<file path="config.mk">
export PLATFORM = sky130hd
export DESIGN_NAME = countdown_timer
export DESIGN_NICKNAME = d
export VERILOG_FILES = /design/src/rtl/ct_pkg.sv /design/src/rtl/ct_tick_gen.sv /design/src/rtl/ct_time_core.sv /design/src/rtl/ct_seg_decode.sv /design/src/rtl/countdown_timer.sv
export SDC_FILE = /design/constraint.sdc
export NUM_CORES = 1
export LEC_CHECK = 0
export ABC_AREA = 1
export BUFFER_PORTS_ARGS = -buffer_cell sky130_fd_sc_hd__buf_2
export CAP_MARGIN = 25
export CORE_ASPECT_RATIO = 1.25
export CORE_MARGIN = 3
export CORE_UTILIZATION = 41
export CTS_CLUSTER_DIAMETER = 100
export DETAILED_ROUTE_END_ITERATION = 16
export PLACE_DENSITY_LB_ADDON = 0.3
export SYNTH_ARGS = -nofsm -noshare
export SYNTH_HDL_FRONTEND = slang
export SYNTH_HIERARCHICAL = 1
export SYNTH_SLANG_ARGS = --single-unit
</file>
<file path="constraint.sdc">
create_clock -name clk -period 2 [get_ports clk]
set_input_delay 0 -clock clk [delete_from_list [all_inputs] [get_ports clk]]
set_output_delay 0 -clock clk [all_outputs]
set_load 0.01 [all_outputs]
</file>
<file path="src/rtl/ct_pkg.sv">
`timescale 1ns/1ps
package ct_pkg;

  localparam int NUM_DIGITS = 4;
  localparam int SEG_W      = 7;

  typedef struct packed {
    logic [3:0] min_t;
    logic [3:0] min_o;
    logic [3:0] sec_t;
    logic [3:0] sec_o;
  } bcd_time_t;

  // one second less, with base-60 borrow from the minutes
  function automatic bcd_time_t bcd_dec(bcd_time_t t);
    bcd_time_t r;
    r = t;
    if (t.sec_o != 4'd0) begin
      r.sec_o = t.sec_o - 4'd1;
    end else begin
      r.sec_o = 4'd9;
      if (t.sec_t != 4'd0) begin
        r.sec_t = t.sec_t - 4'd1;
      end else begin
        r.sec_t = 4'd5;
        if (t.min_o != 4'd0) begin
          r.min_o = t.min_o - 4'd1;
        end else begin
          r.min_o = 4'd9;
          r.min_t = t.min_t - 4'd1;
        end
      end
    end
    return r;
  endfunction

  // one second more, 99:59 wraps to 00:00
  function automatic bcd_time_t bcd_inc(bcd_time_t t);
    bcd_time_t r;
    r = t;
    if (t.sec_o != 4'd9) begin
      r.sec_o = t.sec_o + 4'd1;
    end else begin
      r.sec_o = 4'd0;
      if (t.sec_t != 4'd5) begin
        r.sec_t = t.sec_t + 4'd1;
      end else begin
        r.sec_t = 4'd0;
        if (t.min_o != 4'd9) begin
          r.min_o = t.min_o + 4'd1;
        end else begin
          r.min_o = 4'd0;
          r.min_t = (t.min_t == 4'd9) ? 4'd0 : t.min_t + 4'd1;
        end
      end
    end
    return r;
  endfunction

  function automatic logic bcd_is_zero(bcd_time_t t);
    return (t == '0);
  endfunction

  function automatic logic bcd_is_one(bcd_time_t t);
    return (t.min_t == 4'd0) && (t.min_o == 4'd0) &&
           (t.sec_t == 4'd0) && (t.sec_o == 4'd1);
  endfunction

endpackage

</file>
<file path="src/rtl/ct_tick_gen.sv">
`timescale 1ns/1ps
module ct_tick_gen #(
  parameter int TICK_DIV = 125_000_000
) (
  input  logic clk,
  input  logic rst,
  input  logic restart,
  output logic half_pulse,
  output logic sec_pulse,
  output logic sec_wave
);

  localparam int HALF = TICK_DIV / 2;
  localparam int CW   = (TICK_DIV > 2) ? $clog2(TICK_DIV) : 1;
  localparam logic [CW-1:0] LAST_CNT = CW'(TICK_DIV - 1);
  localparam logic [CW-1:0] MID_CNT  = CW'(HALF - 1);
  localparam logic [CW-1:0] HALF_CNT = CW'(HALF);

  logic [CW-1:0] cnt_q;

  always_ff @(posedge clk) begin
    if (rst || restart) begin
      cnt_q <= '0;
    end else if (cnt_q == LAST_CNT) begin
      cnt_q <= '0;
    end else begin
      cnt_q <= cnt_q + 1'b1;
    end
  end

  // square wave: high over the first half of each second
  assign sec_wave   = (cnt_q < HALF_CNT);
  assign sec_pulse  = (cnt_q == LAST_CNT);
  assign half_pulse = sec_pulse || (cnt_q == MID_CNT);

endmodule

</file>
<file path="src/rtl/ct_time_core.sv">
`timescale 1ns/1ps
module ct_time_core
  import ct_pkg::*;
#(
  parameter int PRESET_MIN = 4,
  parameter int PRESET_SEC = 0
) (
  input  logic      clk,
  input  logic      rst,
  input  logic      start_i,
  input  logic      stop_i,
  input  logic      set_fast_i,
  input  logic      set_slow_i,
  input  logic      half_pulse,
  input  logic      sec_pulse,
  output bcd_time_t time_q,
  output logic      run_q,
  output logic      start_ok
);

  localparam bcd_time_t PRESET = {4'(PRESET_MIN / 10), 4'(PRESET_MIN % 10),
                                  4'(PRESET_SEC / 10), 4'(PRESET_SEC % 10)};

  logic set_step;

  assign start_ok = !run_q && start_i && !bcd_is_zero(time_q);
  assign set_step = set_fast_i ? half_pulse : (set_slow_i && sec_pulse);

  always_ff @(posedge clk) begin
    if (rst) begin
      time_q <= PRESET;
      run_q  <= 1'b0;
    end else if (run_q) begin
      if (stop_i) begin
        run_q <= 1'b0;
      end else if (sec_pulse) begin
        time_q <= bcd_dec(time_q);
        if (bcd_is_one(time_q)) begin
          run_q <= 1'b0;
        end
      end
    end else if (start_ok) begin
      run_q <= 1'b1;
    end else if (set_step) begin
      time_q <= bcd_inc(time_q);
    end
  end

endmodule

</file>
<file path="src/rtl/ct_seg_decode.sv">
`timescale 1ns/1ps
module ct_seg_decode
  import ct_pkg::*;
(
  input  logic [3:0]       digit_i,
  output logic [SEG_W-1:0] seg_n_o
);

  logic [SEG_W-1:0] lit;

  always_comb begin
    case (digit_i)
      4'd0:    lit = 7'b0111111;
      4'd1:    lit = 7'b0000110;
      4'd2:    lit = 7'b1011011;
      4'd3:    lit = 7'b1001111;
      4'd4:    lit = 7'b1100110;
      4'd5:    lit = 7'b1101101;
      4'd6:    lit = 7'b1111101;
      4'd7:    lit = 7'b0000111;
      4'd8:    lit = 7'b1111111;
      4'd9:    lit = 7'b1101111;
      default: lit = 7'b0000000;
    endcase
  end

  assign seg_n_o = ~lit;

endmodule

</file>
<file path="src/rtl/countdown_timer.sv">
`timescale 1ns/1ps
module countdown_timer
  import ct_pkg::*;
#(
  parameter int TICK_DIV   = 125_000_000,
  parameter int PRESET_MIN = 4,
  parameter int PRESET_SEC = 0,
  parameter int FLASH_SECS = 10
) (
  input  logic       clk,
  input  logic       rst,
  input  logic       start_i,
  input  logic       stop_i,
  input  logic       set_fast_i,
  input  logic       set_slow_i,
  output logic [6:0] seg_min_tens_o,
  output logic [6:0] seg_min_ones_o,
  output logic [6:0] seg_sec_tens_o,
  output logic [6:0] seg_sec_ones_o,
  output logic       flash_led_o
);

  localparam logic [6:0] FLASH_LIM = 7'(FLASH_SECS);

  logic      half_pulse, sec_pulse, sec_wave;
  logic      start_ok, run_q;
  bcd_time_t time_q;

  ct_tick_gen #(.TICK_DIV(TICK_DIV)) u_tick (
    .clk        (clk),
    .rst        (rst),
    .restart    (start_ok),
    .half_pulse (half_pulse),
    .sec_pulse  (sec_pulse),
    .sec_wave   (sec_wave)
  );

  ct_time_core #(.PRESET_MIN(PRESET_MIN), .PRESET_SEC(PRESET_SEC)) u_core (
    .clk        (clk),
    .rst        (rst),
    .start_i    (start_i),
    .stop_i     (stop_i),
    .set_fast_i (set_fast_i),
    .set_slow_i (set_slow_i),
    .half_pulse (half_pulse),
    .sec_pulse  (sec_pulse),
    .time_q     (time_q),
    .run_q      (run_q),
    .start_ok   (start_ok)
  );

  // digit index 0 is the leftmost (minutes tens)
  logic [3:0]       digit_v [NUM_DIGITS];
  logic [SEG_W-1:0] seg_raw [NUM_DIGITS];
  logic [SEG_W-1:0] seg_q   [NUM_DIGITS];

  assign digit_v[0] = time_q.min_t;
  assign digit_v[1] = time_q.min_o;
  assign digit_v[2] = time_q.sec_t;
  assign digit_v[3] = time_q.sec_o;

  for (genvar g = 0; g < NUM_DIGITS; g++) begin : g_digit
    ct_seg_decode u_dec (
      .digit_i (digit_v[g]),
      .seg_n_o (seg_raw[g])
    );
    always_ff @(posedge clk) begin
      if (rst) seg_q[g] <= '1;
      else     seg_q[g] <= seg_raw[g];
    end
  end

  assign seg_min_tens_o = seg_q[0];
  assign seg_min_ones_o = seg_q[1];
  assign seg_sec_tens_o = seg_q[2];
  assign seg_sec_ones_o = seg_q[3];

  // final-seconds window: no minutes left and seconds at or under the limit
  logic [6:0] sec_bin;
  logic       in_zone;
  logic       flash_q;

  assign sec_bin = {3'b000, time_q.sec_t} * 7'd10 + {3'b000, time_q.sec_o};
  assign in_zone = (time_q.min_t == 4'd0) && (time_q.min_o == 4'd0) &&
                   (sec_bin <= FLASH_LIM);

  always_ff @(posedge clk) begin
    if (rst) flash_q <= 1'b0;
    else     flash_q <= run_q && in_zone && sec_wave;
  end

  assign flash_led_o = flash_q;

endmodule

</file>
## Word level (Yosys, flattened, before mapping)

Memories as Yosys holds them, arrays and structs flattened. A register that Yosys moved wholly into a read port is not among the register bits.
Index checks and enable logic that the tools add are counted.
Widths: inputs -> output; s select.

- Add/sub/neg operators: 10
- Eq/ne operators: 16
- Reduce and logical (&&, ||, !) cells: 26
- Mux-type cells: 39
- Bitwise gates (word level): 8
- $mul: 1
- Magnitude comparators: 2

Operator list:

| kind | count |
|---|---|
| $mux 16 | 5 |
| $mux 4 | 17 |
| $mux 7 | 4 |
| $not 7->7 | 4 |
| $add 27x1->27 const B | 1 |
| $eq 27x26->1 const B | 1 |
| $eq 27x27->1 const B | 1 |
| $lt 27x26->1 const B | 1 |
| $mux 12 | 2 |
| $add 4x1->4 const B | 4 |
| $logic_not 16->1 | 1 |
| $mux 8 | 2 |
| $sub 4x1->4 const B | 4 |
| $logic_not 4->1 | 3 |
| $reduce_bool 4->1 | 3 |
| $ne 2x1->1 const B | 5 |
| $reduce_and 10->1 | 1 |
| $logic_and 1x1->1 | 9 |
| $mux 1 | 9 |
| $ne 2x2->1 const B | 4 |
| $ne 4x4->1 const B | 2 |
| $reduce_and 8->1 | 1 |
| $add 7x4->7 | 1 |
| $le 7x4->1 const B | 1 |
| other kinds (11) | 16 |

- Output and inout bits: 29
- Bits of input ports: 6
- Memory bits (writable): 28
- ROM bits: 448
- Memories kept: 5
- Bits in registers: 45

Memory list:

| name | depth | bits a word | rd ports | clocked after Yosys merged registers in | wr ports | line | text |
|---|---|---|---|---|---|---|---|
| (name not given) | 16 | 7 | 1 | 1 | 0 | ct_seg_decode.sv:12 | `case (digit_i)` |
| (name not given) | 16 | 7 | 1 | 1 | 0 | ct_seg_decode.sv:12 |  |
| (name not given) | 16 | 7 | 1 | 1 | 0 | ct_seg_decode.sv:12 |  |
| (name not given) | 16 | 7 | 1 | 1 | 0 | ct_seg_decode.sv:12 |  |
| seg_q | 4 | 7 | 4 | 0 | 4 | countdown_timer.sv:55 | `logic [SEG_W-1:0] seg_q [NUM_DIGITS];` |

## Depth between registers and ports, before layout

Gate-level depths: netlist of run 1.

- Depth in word-level cells: 10
- Mapped depth: 16
- Gate-level depth less buffers: 16

## Hierarchy

Netlist of run 1, hierarchy kept.

Modules (own cells, without submodules):

| module | cells each | area an instance (um2) | times used |
|---|---|---|---|
| ct_tick_gen | 301 | 1,776.7 | 1 |
| ct_time_core | 228 | 1,377.6 | 1 |
| countdown_timer | 113 | 1,083.5 | 1 |
| ct_seg_decode | 32 | 175.2 | 4 |

## Worst setup path after synthesis of run 1

No wires, ideal clock.

- Kind: flip-flop to flip-flop
- Start point: register u_tick.cnt_q[0]
- End point: register u_core/time_q[12] (netlist name)
- Required time: 1.882 ns
- Setup slack: -0.075 ns
- Period minus slack after synthesis: 2.075 ns
- Buffers on the path: 1
- Data arrival time: 1.957 ns
- Cell stages (with the launch flop): 16
- Cells stage by stage: dfxtp_1 -> ha_1 -> nand2_2 -> nor2_4 -> nand2_1 -> nor2_1 -> nand3b_1 -> inv_1 -> nand3_1 -> nand2_1 -> nor2_1 -> nor2_2 -> nand2_4 -> buf_6 -> nor3_1 -> nor2_1

- Longest elaborated chain between the ends: 5
- Elaborated cells between the ends (all ways): 8
- Those cells by class: 3 x eq/ne; 1 x mux; 4 x reduce/logical

RTL lines:

| item | line | text |
|---|---|---|
| from (decl) | ct_tick_gen.sv:19 | `logic [CW-1:0] cnt_q;` |
| from (signal assigned) | ct_tick_gen.sv:27 | `cnt_q <= cnt_q + 1'b1;` |
| $eq 27x27->1 * | ct_tick_gen.sv:33 | `assign sec_pulse = (cnt_q == LAST_CNT);` |
| net sec_pulse | countdown_timer.sv:25 | `logic half_pulse, sec_pulse, sec_wave;` |
| $logic_and 1x1->1 / $logic_or 1x1->1 (equally long branches) | ct_time_core.sv:27, ct_tick_gen.sv:34 |  |
| $mux 1 | ct_time_core.sv:27 | `assign set_step = set_fast_i ? half_pulse : (set_slow_i && sec_pulse);` |
| $reduce_bool 2->1 (no line) | - |  |
| $reduce_and 10->1 (no line) * | - |  |

The timed path passes the listed nets; every way through them passes the cells marked *.
A chain may end at the register's enable or synchronous reset.

## Final worst setup path of run 1

- Start point: register u_tick.cnt_q[0]
- End point: register u_core/time_q[9] (netlist name)

- Longest elaborated chain between the ends: 5
- Elaborated cells between the ends (all ways): 8
- Those cells by class: 3 x eq/ne; 1 x mux; 4 x reduce/logical

RTL lines:

| item | line |
|---|---|
| $eq 27x27->1 * | ct_tick_gen.sv:33 |
| net sec_pulse | countdown_timer.sv:25 |
| $logic_and 1x1->1 / $logic_or 1x1->1 (equally long branches) | ct_time_core.sv:27, ct_tick_gen.sv:34 |
| $mux 1 | ct_time_core.sv:27 |
| $reduce_bool 2->1 (no line) | - |
| $reduce_and 8->1 (no line) * | - |

Marked as above.

==> results.py, run 1 <==
metrics = {
    "outcome": {
        "outcome": "finished clean",
    },
    "yosys": {
        "async_reset_ff_share_pct": 0,
        "syn-instance-count": 770,
        "syn_area_mm2": 0.004938,
        "syn_nets": 810,
        "synth_edf_count": 0,
        "ys_warn_count": 6,
        "ys_seq_elements": 73,
        "ys_seq_area_share_pct": 29.59,
        "ys.flop_type": "dfxtp_1",
        "syn_avg_cell_area_um2": 6.414,
        "yosysUniqueCellTypes": 33,
    },
    "drt": {
        "via_count": 4757,
        "routed_wl_mm": 11.46,
        "wl_per_cell_um": 11.25,
        "dr.pass1.iters": 5,
        "drt_iter0_drc": 215,
        "antenna_left": 0,
        "drc": 0,
        "vias_per_cell": 4.668,
    },
    "final_layout": {
        "final_common_cell": "nand2_1",
        "stdcell_count": 1019,
        "antenna_cells": 0,
        "nets": 893,
        "drive_gt1_share_pct": 22.26,
        "syn_to_final_growth_pct": 21.38,
        "final_cell_mix": "222 x nand2_1, 97 x inv_1, 95 x nor2_1, 66 x dfxtp_1, 50 x nand3_1",
        "fillers": 1245,
    },
    "global_route": {
        "grt_pass1_vias": 4479,
        "grt_overflow": 0,
        "grt_first_pass_wirelength_mm": 19.64,
        "grt_usage_pct": 17.86,
        "antenna_found_initial": 0,
        "grt_max_degree": 38,
    },
    "sta": {
        "slew_headroom_pct": 61.83,
        "finalCriticalPeriod_ns": 1.945,
        "fin_ws_ns": 0.05487,
        "finalMaxSlewViolations": 0,
        "fmax_mhz": 514.1,
        "worstMarginPinSlew_ns": 0.5725,
        "rsz0062_at_grt": "true",
        "tns_ns": 0,
        "post-route-period-util_pct": 97.26,
        "setup_viol": 0,
        "fin_skew_ns": 0.006603,
        "timing.hold.ws_ns": 0.1649,
        "hold_viol_final": 0,
    },
    "die": {
        "core_mm2": 0.01167,
        "die_area_mm2": 0.01341,
        "num_rows": 44,
        "die_w_um": 104.2,
        "initial_core_util_pct": 42.31,
        "die_h_um": 128.7,
        "io_pins": 35,
    },
    "clock_network": {
        "clock_latency_ns": 0.33,
        "htree_levels": 3,
        "cts-root-buf": "clkbuf_16",
        "cts_buffer_depth": 2,
        "cts_made_buffers": 9,
        "clock-sinks": 73,
        "path_clk_slew_ns": 0.05,
        "cts_tree": "built",
    },
    "placed_design": {
        "place_inst": 998,
        "portBuffers": 34,
        "dp_worst_setup_slack_ns": -0.03769,
        "hpwl_mm": 8.809,
        "gp_congestion": 0.9495,
    },
    "pwr": {
        "ir_drop_mv": 0.4899,
        "power_density_mw_per_mm2": 588.2,
        "p_leak_nw": 2.837,
    },
    "setup_path": {
        "cp.arrival_ns": 2.17,
        "required_ns": 2.22,
        "cp-start-kind": "flip-flop",
        "worst_setup_path_end_kind": "flip-flop",
        "path_class": "flip-flop to flip-flop",
        "cp_max_fo": 3,
    },
    "flow_run": {
        "maxCapViolations": 0,
    },
    "worst_hold_path": {
        "min_path_type": "input port to flip-flop",
    },
}
==> synthesized netlist by cell type, types with 8 or more instances <==
cell type | count | area, um2
or2_1 | 10 | 62.56
nor2_1 | 98 | 367.9
nor2_2 | 14 | 87.58
dfxtp_1 | 73 | 1461
nand3_1 | 53 | 265.3
nand2_2 | 9 | 56.30
ha_1 | 32 | 400.4
inv_1 | 99 | 371.6
nand2_1 | 223 | 837.1
a21oi_1 | 32 | 160.2
inv_2 | 14 | 52.55
nor2_4 | 8 | 90.09
o21ai_0 | 26 | 130.1
nand4_1 | 12 | 75.07
or2_2 | 19 | 118.9
==> timing repair <==
action	CTS	global route
gates cloned	1	0
setup buffers	1	2
endpoints found under the setup margin	10	17
endpoints found under the hold margin	1	0
gates resized for setup	2	19
hold buffers	1	0
pin swaps	1	13
==> cell families (layout without fill, tap and decap cells) <==
kind of cell	count (synthesis)	after routing	share of synthesized area [%]
buffers and inverters	124	211	10.39
AOI/OAI and AO/OA	69	69	7.448
DFF	73	73	29.59
xor gates and xnor gates	9	9	1.596
and+or+nand+nor	461	462	42.06
adders and majority gates	34	34	8.918
==> where the power goes <==
part | internal [mW] | switching [mW] | total [mW]
sequential | 1.50 | 0.0217 | 1.52
clock | 1.07 | 0.586 | 1.65
combinational | 0.135 | 0.215 | 0.351
total | 2.70 | 0.823 | 3.53
==> flip-flops by register name (all words and copies together) (netlist names) <==
signal	cells
u_core/run_q	1
flash_led_o	1
u_core/time_q	16
seg_q	28
u_tick/cnt_q	27
==> through the flow <==
step | area (um2) | util [%] | total power [mW]
6_report | 5995 | 51.36 | 3.526
4_1_cts | 5919 | 50.72 | 3.562
2_1_floorplan | 4967 | - | 1.796
3_3_place_gp | 5577 | 47.78 | 1.892
5_1_grt | 5995 | 51.36 | 3.683
3_5_place_dp | 5577 | 47.78 | 1.892
==> area by class of cell <==
cell class / instances / area, um2 / share of cell area, %
multi-input cells: 574 / 3053 / 50.93
flip-flops and latches: 73 / 1470 / 24.53
repair buffers: 82 / 536.8 / 8.954
inverters: 113 / 424.2 / 7.076
clock buffers: 14 / 274.0 / 4.571
well taps: 161 / 201.4 / 3.360
clock inverters: 2 / 35.03 / 0.5844
==> routing by layer <==
layer  vias to the layer above  wire length (um)  global-route usage (%)
met3                        20               398                   2.760
met1                      2121              5087                   21.00
li1                       2545                 -                       -
met2                        71              5731                   32.38
met5                         -                 0                       0
met4                         0               243                   7.746
==> critical path: stages, from the launching register on <==
cell      delay [ns]
dfxtp_2         0.35
ha_4            0.16
nand2_4         0.05
nor2_4          0.10
nand2_2         0.08
nor2_4          0.12
nand3b_1        0.11
inv_2           0.09
nand3_2         0.06
nand2_1         0.08
nor2_2          0.05
nor2_4          0.12
buf_4           0.14
nand3_1         0.11
o21ai_0         0.16
nor2_1          0.05
==> path summary, 6_finish.rpt <==
| kind | startpoint | depth (start not counted) | endpoint | slack (ns) |
|---|---|---|---|---|
| worst min-delay path | start_i | 5 | u_core/run_q | 0.16 |
| worst min register to register | u_tick/cnt_q[25] | 2 | u_tick/cnt_q[25] | 0.49 |
| worst max register to register | u_tick/cnt_q[0] | 15 | u_core/time_q[9] | 0.05 |
| worst max-delay path | u_tick/cnt_q[0] | 15 | u_core/time_q[9] | 0.05 |
Note: power is estimated with default switching activity, not from simulation.
==> inputs of run 2 (changes only) <==
CORE_ASPECT_RATIO = not set   (was 1.25)
==> run 2 against run 1 <==
Compared with the run above:
- the run now ends with setup timing left
- worst setup slack worse by 0.089 ns
- clock skew is 0.00067 ns lower
- register-to-register slack worse by 0.09 ns
- final area hardly changed
- largest cell class unchanged
- count of clock-buffer cells in the layout is 1 lower
- utilization is 0.21 points higher
- total power is 6.1% lower
- die area hardly changed
==> results.py, run 2 (synthesized netlist as in run 1, its figures left out) <==
metrics = {
    "final_layout": {
        "syn_to_final_growth_pct": 21.28,
        "top_regs": "seg_q: 28 flops, u_tick/cnt_q: 27 flops, u_core/time_q: 16 flops",
        "largest_register_ffs": 28,
        "final_area_mm2": 0.005989,
        "final_cell_mix": "220 x nand2_1, 98 x inv_1, 96 x nor2_1, 71 x dfxtp_1, 57 x buf_4",
        "seq_area_mm2": 0.001464,
        "stdcell_count": 1012,
        "antenna_cells": 0,
        "drive_gt1_share_pct": 22.21,
        "largest_register": "seg_q",
        "multiInputGateArea_mm2": 0.003045,
        "nets": 904,
        "fillers": 1218,
        "final_common_cell": "nand2_1",
    },
    "sta": {
        "finalMaxSlewViolations": 0,
        "fmax_mhz": 491.7,
        "hold_viol_final": 0,
        "fin_ws_ns": -0.03374,
        "post-route-period-util_pct": 101.7,
        "worstMarginPinSlew_ns": 0.5800,
        "rsz0062_at_grt": "true",
        "slew_headroom_pct": 61.33,
        "fin_skew_ns": 0.005933,
        "finalCriticalPeriod_ns": 2.034,
        "setup_viol": 4,
    },
    "die": {
        "io_pins": 35,
        "initial_core_util_pct": 42.52,
        "die_h_um": 115.8,
        "core_mm2": 0.01161,
        "num_rows": 39,
        "die_area_mm2": 0.01340,
        "die_w_um": 115.8,
    },
    "global_route": {
        "grt_usage_pct": 18.27,
        "grt_overflow": 0,
        "grt_pass1_vias": 4129,
        "grt_max_degree": 38,
        "grt_first_pass_wirelength_mm": 19.62,
        "antenna_found_initial": 0,
    },
    "drt": {
        "dr.pass1.iters": 5,
        "wl_per_cell_um": 11.45,
        "drt_iter0_drc": 311,
        "vias_per_cell": 4.764,
        "drc": 0,
        "antenna_left": 0,
        "routed_wl_mm": 11.59,
        "via_count": 4821,
    },
    "clock_network": {
        "cts_buffer_depth": 2,
        "clock-sinks": 73,
        "path_clk_slew_ns": 0.06,
        "clock_latency_ns": 0.34,
        "htree_levels": 3,
        "cts-root-buf": "clkbuf_16",
        "cts_made_buffers": 9,
        "cts_tree": "built",
    },
    "pwr": {
        "power_density_mw_per_mm2": 553.0,
        "ir_drop_mv": 0.2887,
        "p_leak_nw": 2.865,
        "power_mw": 3.312,
    },
    "placed_design": {
        "place_inst": 988,
        "hpwl_mm": 8.573,
        "place_area_mm2": 0.005614,
        "portBuffers": 34,
        "gp_congestion": 0.8995,
    },
    "outcome": {
        "outcome": "finished with violations",
        "violations": "setup timing",
    },
    "setup_path": {
        "cp.arrival_ns": 2.27,
        "path_class": "flip-flop to flip-flop",
        "cp_max_fo": 6,
        "worst_setup_path_end_kind": "flip-flop",
        "required_ns": 2.24,
        "cp-start-kind": "flip-flop",
    },
    "flow_run": {
        "maxCapViolations": 0,
    },
    "worst_hold_path": {
        "min_path_type": "input port to flip-flop",
    },
}
## run 2: cell count changes in the layout (fill, tap and decap cells not counted), sizes merged
cell | previous run | this run
buf | 81 | 92
bufinv | 1 | 0
clkbuf | 14 | 13
clkinv | 1 | 2
clkinvlp | 0 | 1
## run 2: worst max-delay path: stages (launching register included)
cell	delay, ns
dfxtp_2	0.35
ha_4	0.16
buf_4	0.11
nand3_1	0.11
nor3_1	0.21
nand4_1	0.12
nand2_1	0.08
nand2_1	0.06
nand2_2	0.06
nor2_2	0.04
nor2_4	0.15
nand2_4	0.13
nor2_4	0.18
nand2_1	0.07
nand2_1	0.05
nor2_1	0.05
## run 2: repair_timing
action                                  4_1_cts  5_1_grt
endpoints found under the setup margin       13       42
endpoints found under the hold margin         1        0
buffers inserted                              3        3
pin swaps                                     6       14
gates resized for setup                       6       10
gates cloned                                  1        0
hold buffers                                  1        0
## run 2: stage by stage
step / setup TNS, ns / worst slack, ns / hold slack (ns) / utilization, %
after CTS: 0 / 0.001532 / 0.1121 / 51.06
after floorplan: 0 / 0.001195 / 0.06907 / -
after global routing: -4.028 / -0.2061 / 0.1560 / 51.57
after global placement: -0.01726 / -0.01726 / 0.3346 / 48.34
after detailed placement: -0.3498 / -0.06160 / 0.3345 / 48.34
final: -0.1012 / -0.03374 / 0.1319 / 51.57
## run 2: final timing paths
path                         start                 to  slack [ns]  cells after the start
hold / removal             start_i       u_core/run_q        0.13                      5
setup / recovery   u_tick/cnt_q[1]  u_core/time_q[14]       -0.03                     15
hold reg to reg   u_tick/cnt_q[25]   u_tick/cnt_q[25]        0.47                      2
setup reg to reg   u_tick/cnt_q[1]  u_core/time_q[14]       -0.03                     15
## run 2: final cells by class
class,instances,area share (%)
Clock inverter,3,0.2925
Tap cell,143,2.987
Sequential cell,73,24.44
Inverter,113,7.082
Clock buffer,13,4.011
Multi-Input combinational cell,574,50.85
Timing Repair Buffer,93,10.34
## run 2: where the power goes
part	switching [mW]	internal (mW)
clock network	0.594	0.836
registers	0.0200	1.50
logic	0.222	0.139
## run 2: layer usage
layer / part of all wire (%) / vias up / wire length (um) / global-route usage, %
met4: 1.9 / 0 / 222 / 7.193
met3: 6.0 / 15 / 696 / 3.081
met2: 40 / 118 / 4688 / 26.00
li1: - / 2583 / - / -
met5: 0 / - / 0 / 0
met1: 52 / 2105 / 5985 / 27.30
==> inputs of run 3 (changes only) <==
CORE_ASPECT_RATIO = 1.5   (was not set)
PLACE_DENSITY_LB_ADDON = not set   (was 0.3)
==> run 3 against run 2 <==
Compared with the run above:
- largest power group is now clock
- critical path depth did not move
- the flow still finishes with violations (setup timing)
- total power grew 7.6%
- largest cell class unchanged
- first-iteration DRC count decreased by 52%
- die area is 0.20% higher
- sequential power hardly changed
==> results.py, run 3 (synthesized netlist as in run 1, its figures left out) <==
metrics = {
    "sta": {
        "hold_viol_final": 0,
        "post-route-period-util_pct": 100.8,
        "finalMaxSlewViolations": 0,
        "fin_ws_ns": -0.01610,
        "finalCriticalPeriod_ns": 2.016,
        "setup_viol": 4,
        "worstMarginPinSlew_ns": 0.5690,
        "slew_headroom_pct": 62.07,
        "fmax_mhz": 496.0,
        "fin_skew_ns": 0.009092,
        "rsz0062_at_grt": "true",
        "timing.hold.ws_ns": 0.1199,
    },
    "pwr": {
        "power_density_mw_per_mm2": 594.6,
        "clockPowerShare_pct": 47.0,
        "ir_drop_mv": 0.3734,
        "combPwrFrac_pct": 10.2,
        "internal_power_mw": 2.715,
        "p_sw_share_pct": 23.80,
        "power.net_switching_mw": 0.8481,
        "pwr-share-seq_pct": 42.7,
        "power_mw": 3.563,
        "p_leak_nw": 2.848,
    },
    "clock_network": {
        "cts-root-buf": "clkbuf_16",
        "clock_latency_ns": 0.33,
        "cts_made_buffers": 9,
        "htree_levels": 3,
        "cts_buffer_depth": 2,
        "path_clk_slew_ns": 0.06,
        "clock-sinks": 73,
        "cts_tree": "built",
    },
    "placed_design": {
        "dp_worst_setup_slack_ns": -0.06646,
        "portBuffers": 34,
        "hpwl_mm": 9.308,
        "gp_congestion": 0.9552,
    },
    "global_route": {
        "grt_first_pass_wirelength_mm": 20.76,
        "grt_usage_pct": 19.06,
        "grt_overflow": 0,
        "grt_pass1_vias": 4766,
        "antenna_found_initial": 0,
        "grt_max_degree": 38,
    },
    "worst_hold_path": {
        "min_path_type": "input port to flip-flop",
    },
    "die": {
        "die_h_um": 140.4,
        "die_w_um": 95.61,
        "core_mm2": 0.01165,
        "io_pins": 35,
        "initial_core_util_pct": 42.39,
        "num_rows": 48,
        "die_area_mm2": 0.01343,
    },
    "setup_path": {
        "worst_setup_path_end_kind": "flip-flop",
        "cp.arrival_ns": 2.24,
        "cp-start-kind": "flip-flop",
        "cp_max_fo": 3,
        "path_class": "flip-flop to flip-flop",
        "required_ns": 2.22,
    },
    "final_layout": {
        "nets": 892,
        "antenna_cells": 0,
        "largest_register_ffs": 28,
        "fin_util_pct": 51.43,
        "drive_gt1_share_pct": 21.82,
        "largest_register": "seg_q",
        "syn_to_final_growth_pct": 21.33,
        "final_common_cell": "nand2_1",
        "final_cell_mix": "220 x nand2_1, 98 x inv_1, 96 x nor2_1, 71 x dfxtp_1, 50 x nand3_1",
        "top_regs": "seg_q: 28 flops, u_tick/cnt_q: 27 flops, u_core/time_q: 16 flops",
    },
    "drt": {
        "antenna_left": 0,
        "dr.pass1.iters": 5,
        "drt_iter0_drc": 148,
        "drc": 0,
        "wl_per_cell_um": 11.97,
        "routed_wl_mm": 12.06,
        "via_count": 4895,
        "vias_per_cell": 4.861,
    },
    "flow_run": {
        "maxCapViolations": 0,
    },
    "outcome": {
        "violations": "setup timing",
        "outcome": "finished with violations",
    },
}
-- run 3: cell types whose count changed in the layout (fill, tap and decap cells not counted), sizes merged --
cell,previous run,this run
bufinv,0,1
clkbuf,13,12
buf,92,81
clkinvlp,1,0
inv,113,114
nand2,236,235
-- run 3: what timing repair did --
action | in CTS | in global routing
buffers inserted | 3 | 3
hold endpoints to repair | 1 | 0
setup endpoints to repair | 8 | 16
hold buffers | 1 | 0
pin swaps | 6 | 15
gates resized for setup | 1 | 13
gates cloned | 0 | 0
-- run 3: power groups by stage --
stage | combinational (mW) | sequential (mW) | clock (mW)
after floorplan | 0.216 | 1.58 | 0
after global placement | 0.339 | 1.55 | 0
after detailed placement | 0.344 | 1.55 | 0
after CTS | 0.354 | 1.52 | 1.73
after global routing | 0.410 | 1.53 | 1.79
final | 0.364 | 1.52 | 1.68
-- run 3: path summary, 6_finish.rpt --
check	endpoint	slack, ns	from	depth (start not counted)
worst max-delay path	u_core/time_q[9]	-0.02	u_tick/cnt_q[1]	15
worst max register to register	u_core/time_q[9]	-0.02	u_tick/cnt_q[1]	15
worst min-delay path	u_core/run_q	0.12	start_i	5
worst min register to register	u_tick/cnt_q[25]	0.49	u_tick/cnt_q[25]	2
-- run 3: worst max-delay path, stage by stage (launching register included) --
cell and delay, ns:
dfxtp_2 0.35, ha_4 0.16, nand2_4 0.05, nor2_4 0.12, nand2_2 0.07, nor2_2 0.13, nand3b_1 0.12, inv_2 0.08
nand3_2 0.06, nand2_2 0.08, nor2_4 0.04, nor2_4 0.14, buf_4 0.14, nand3_1 0.12, o21ai_0 0.19, nor2_1 0.06
-- run 3: through the flow --
stage / cell area [um2] / instances / TNS [ns]
6_report: 5992 / 1007 / -0.04448
5_1_grt: 5992 / 1007 / -1.927
4_1_cts: 5906 / 1004 / 0
3_5_place_dp: 5540 / 984 / -0.2620
3_3_place_gp: 5540 / 984 / 0
2_1_floorplan: 4967 / 770 / 0
-- run 3: cell type report --
| cell class | instances | area (um2) |
|---|---|---|
| clock buffers | 12 | 266.5 |
| flip-flops and latches | 73 | 1464 |
| repair buffers | 82 | 558.0 |
| multi-input cells | 573 | 3043 |
| inverters | 113 | 424.2 |
| fillers | 1233 | 5659 |
| clock inverters | 4 | 48.80 |
| well taps | 150 | 187.7 |
-- run 3: routing by layer --
metal	up-vias	track usage, %	wire, um
li1	2542	-	-
met1	2249	20.16	4802
met2	78	35.37	6470
met3	26	3.654	413
met4	0	8.321	372
met5	-	0	0
